### src/rtl/capture_ctrl.sv
module capture_ctrl #(
  parameter int DW = 8,
  parameter int AW = 8
) (
  input  logic          clk,
  input  logic          rst_n,
  input  logic          sample_tick,
  input  logic          trig_in,
  input  logic          trig_invert,
  input  logic          arm,
  input  logic          step,
  input  logic [DW-1:0] adc_data,
  output logic [AW-1:0] addr,
  output logic          wr_en,
  output logic          done,
  output logic [DW-1:0] rd_data
);
  localparam int DEPTH = 1 << AW;

  logic [2:0]    trig_pipe;
  logic          armed, fired, done_q;
  logic [AW-1:0] cnt;
  logic [DW-1:0] mem [DEPTH];

  wire trig_lvl  = trig_in ^ trig_invert;
  wire trig_rise = trig_pipe[1] & ~trig_pipe[2];
  wire cap       = sample_tick & fired & ~done_q;
  wire at_top    = &cnt;

  always_ff @(posedge clk) begin
    if (!rst_n) trig_pipe <= '0;
    else        trig_pipe <= {trig_pipe[1:0], trig_lvl};
  end

  always_ff @(posedge clk) begin
    if (!rst_n) begin
      armed  <= 1'b0;
      fired  <= 1'b0;
      done_q <= 1'b0;
      cnt    <= '0;
    end else if (arm) begin
      armed  <= 1'b1;
      fired  <= 1'b0;
      done_q <= 1'b0;
      cnt    <= '0;
    end else begin
      if (armed && !fired && !done_q && trig_rise)
        fired <= 1'b1;
      if (cap) begin
        cnt <= cnt + AW'(1);
        if (at_top) done_q <= 1'b1;
      end else if (done_q && step) begin
        cnt <= cnt + AW'(1);
      end
    end
  end

  always_ff @(posedge clk) begin
    if (cap) mem[cnt] <= adc_data;
  end

  assign addr    = cnt;
  assign wr_en   = cap;
  assign done    = done_q;
  assign rd_data = mem[cnt];

  assert_reset_idle_R1: assert property (@(posedge clk)
    !rst_n |=> (addr == '0 && !done && !wr_en));

  assert_no_write_unarmed_R2: assert property (@(posedge clk) disable iff (!rst_n)
    !armed |-> !wr_en);

  assert_addr_advance_R4: assert property (@(posedge clk) disable iff (!rst_n)
    (wr_en && !arm) |=> addr == $past(addr) + AW'(1));

  assert_wrap_sets_done_R5: assert property (@(posedge clk) disable iff (!rst_n)
    (wr_en && !arm && addr == '1) |=> (done && addr == '0));

  assert_no_write_when_done_R5: assert property (@(posedge clk) disable iff (!rst_n)
    done |-> !wr_en);

  assert_done_holds_R5: assert property (@(posedge clk) disable iff (!rst_n)
    (done && !arm) |=> done);

  assert_readout_step_R7: assert property (@(posedge clk) disable iff (!rst_n)
    (done && step && !arm) |=> addr == $past(addr) + AW'(1));

  assert_step_ignored_R8: assert property (@(posedge clk) disable iff (!rst_n)
    (!done && !wr_en && !arm) |=> $stable(addr));

  assert_arm_clears_R9: assert property (@(posedge clk) disable iff (!rst_n)
    arm |=> (!done && addr == '0 && !wr_en));
endmodule

### config.mk
export PLATFORM = sky130hd
export DESIGN_NAME = capture_ctrl
export DESIGN_NICKNAME = d
export VERILOG_FILES = /design/src/rtl/capture_ctrl.sv
export SDC_FILE = /design/constraint.sdc
export NUM_CORES = 2
export LEC_CHECK = 0
export BUFFER_PORTS_ARGS = -buffer_cell sky130_fd_sc_hd__buf_2
export CAP_MARGIN = 20
export CORE_UTILIZATION = 60
export CTS_CLUSTER_DIAMETER = 100
export DETAILED_ROUTE_END_ITERATION = 7
export PLACE_DENSITY_LB_ADDON = 0.08
export SYNTH_ARGS = -nofsm -noshare
export SYNTH_HDL_FRONTEND = slang
export SYNTH_SLANG_ARGS = --single-unit
### constraint.sdc
create_clock -name clk -period 4.93 [get_ports clk]
set_input_delay 1.479 -clock clk [delete_from_list [all_inputs] [get_ports clk]]
set_output_delay 1.479 -clock clk [all_outputs]
set_load 0.05 [all_outputs]
==> summary.md <==
| Metric | Value |
|---|---|
| FP Rows | 133 |
| Vias | 41292 |
| Post-layout min period | 5.239 ns |
| Overall global routing resource usage | 0.3072 |
| Critical Path RT | 3.45 ns |
| CP Data Arrival Time | 3.76 ns |
| P_int | 27.85 mW |
| Area contributors post-synth | edfxtp_1 (77%), mux4_2 (12%), mux2i_1 (1.9%) |
| Area of the multi-input gates | 17690 µm² |
| PortBufs | 32 |
| Worst stage delay on the critical path | 0.57 ns |
| Clock transition at path regs | 0.06 ns |
| Mean Syn Cell Area | 20.81 µm² |
| Post-route antenna net violation count | 0 |
| Pwr per Cell Area | 374.0 nW/µm² |
| Worst Path Max Fanout | 9 |
| Failing checks | setup timing |
| Net Switching | 6.742 mW |
| Post-synthesis register bit count | 2070 |
| Clock Power Share | 0.431 |
| Drt first pass iters | 5 |
| First-pass GRT wire length | 294000 µm |
| Period utilization | 1.063 |
| Total Neg Setup Slack | -1.979 ns |
| Worst clock skew | 0.02686 ns |
| Fmax | 190.9 MHz |
| Final worst-path setup slack | -0.3089 ns |
| Status | complete, but fails checks |
| Most common cell after layout, fill and taps aside | edfxtp_1 |
| Number of synthesized flops with an enable pin | 2048 |
| Clk buf depth | 3 |
| Hold Crit Start | trig_pipe[0] |
| Post-detail-place hpwl | 124900 µm |
| Seq. cell area | 61960 µm² |
| Dpl ws | -0.5824 ns |
| Ys async rst share | 0 |
| Top FF cell, synth | edfxtp_1 |
| Max-slew violation count | 0 |
| Root Buffer | clkbuf_16 |
| Number of global-route vias before repair | 41313 |
| Initial core utilization | 0.6070 |
| Clk sink count | 2070 |
| Netlist Area Pre-Place | 80100 µm² |
| Vias per std cell | 6.760 |
| Biggest area consumer among synthesized cells | edfxtp_1 |
| CTS HTree Levels | 4 |
| Most frequent cells in the layout | edfxtp_1 (2048), mux4_2 (430), nor2_1 (291) |
| Skew-Pair Late Insertion Delay | 0.83 ns |
| Max IR drop VDD | 0.0003760 V |
| TritonCTS clock tree | built |
| Nets | 4206 |
| Setup crit end kind | output pin |
| Die Area | 135000 µm² |
| Overflow after GRT | 0 |
| RSZ-0062 raised after global routing | yes |
| Yosys warning count | 0 |
| Worst-Margin Slew | 1.197 ns |
| Layout cells sized above 1 | 0.2850 |
| Hold slack | 0.4661 ns |
| Tot Pwr | 34.60 mW |
| Origin of the critical flop-to-flop path | done |
| Unique masters post-synth | 60 |
| Die Ht | 367.4 µm |
| DIE WIDTH | 367.4 µm |
| IO Pins | 33 |
| Synth Instances | 3849 |
| Top Family by Delay on Critical Path | buffers and inverters |
| Post-route DRC | 0 |
| Antenna violations before repair | 5 |
| Worst min-delay path category | reg2reg |
| Total CTS buffers | 199 |
| Proportion of power drawn by combinational gates | 0.011 |
| Syn-to-layout area delta | 15.50% |
| Net Count, Synth | 3868 |
| Post-synth top area share | 0.7678 |
| Rel. slew slack | 0.2019 |
| Gpl congestion | 0.8994 |
| MaxCap Viol Count | 0 |
| DR iter-0 viols | 5570 |
| Static Leak | 28.07 nW |
| Post-CTS Hold Fix Bufs | 0 |
| Crit path launch type | register |
| Sequential Power Share | 0.559 |
| Final WL | 204400 µm |
| Crit-path cells | buf_12 > buf_12 > buf_4 > mux4_2 > a2111oi_4 > nor3_2 > or4_4 > o41ai_4 > buf_4 > nor3_4 > buf_8 |
| Fillers | 7822 |
| Pin count of the biggest net entering global routing | 146 |
| Avg WL per Cell | 33.47 µm |
| Buf+Inv Stages, Crit Path | 5 |
| CP max-delay cell | or4_4 |
| Core area | 132000 µm² |
| Crit Path Class | reg2out |
| Register area share after synthesis | 0.7733 |
| Sw frac | 0.1949 |
| Finish-stage setup viols | 8 |
| Final Hold Vio Count | 0 |
power groups by stage:
stage	Sequential (mW)	Combinational, mW	Clock, mW
2_1_floorplan	19.7	0.0297	0
3_3_place_gp	19.7	0.335	0
3_5_place_dp	19.7	0.364	0
4_1_cts	19.3	0.368	15.0
5_1_grt	19.3	0.390	15.6
6_report	19.3	0.370	14.9
worst paths after layout:
| check | end | slack [ns] | depth (start not counted) |
|---|---|---|---|
| setup reg to reg | mem[107][6] | 1.53 | 4 |
| hold / removal | trig_pipe[1] | 0.47 | 1 |
| hold reg to reg | trig_pipe[1] | 0.47 | 1 |
| setup / recovery | rd_data[1] | -0.31 | 11 |
cells in the mapped netlist (23+ instances only):
master / count
edfxtp_1: 2048
mux4_2: 430
nor2_1: 296
mux2i_1: 155
a22oi_1: 120
clkbuf_1: 108
nand2_1: 85
a21oi_1: 77
buf_2: 46
o22ai_1: 43
nand3_1: 39
o221ai_1: 36
a211oi_1: 32
buf_6: 25
buf_4: 24
o21ai_0: 23
layer usage:
metal  part of all wire  track usage  vias up  routed length, µm
met4              0.035       0.1038        6               7054
met5            0.00022            0        -                 44
met3               0.11      0.06493      387              22000
li1                   -            -    16755                  -
met1               0.39       0.4547    21684              80260
met2               0.46       0.4630     2460              95050
worst reg2reg max path: cells and delay by family, from the launching register on:
kind,cells,cell delay (ns)
buf+inv,1,0.47
simple gates,3,2.16
flops,1,0.38
flip-flops by register name, summed over array words and instances (netlist names), named ones only:
| register | cells |
|---|---|
| mem | 2048 |
| addr | 8 |
| trig_pipe | 3 |
| armed | 1 |
| done | 1 |
| fired | 1 |
area by class of cell:
cell class              count  area share
clock inverters           115     0.01090
multi-input cells        1539      0.1912
flip-flops and latches   2070      0.6697
well taps                1755     0.02374
inverters                   5   0.0002029
clock buffers             250     0.05760
diodes                      2  0.00005410
repair buffers            372     0.04658
logic make-up after synthesis:
family | synth area share
compound gates | 0.03641
flops | 0.7733
fa+ha+maj | 0.0006249
xor+xnor | 0.0008748
mux | 0.1419
buf+inv | 0.01873
simple gates | 0.02818
repair_timing:
action,4_1_cts,5_1_grt
gates cloned,13,3
setup buffers,29,26
gates resized for setup,213,41
pin swaps,35,15
endpoints found under the setup margin,8,8
through the flow:
stage / instance area, µm² / std cells / util
after floorplan: 80100 / 3849 / -
after global placement: 83890 / 5672 / 0.6357
after detailed placement: 83900 / 5673 / 0.6358
after CTS: 92010 / 6077 / 0.6972
after global routing: 92510 / 6106 / 0.7010
final: 92510 / 6108 / 0.7010
(Power assumes the default switching activity.)
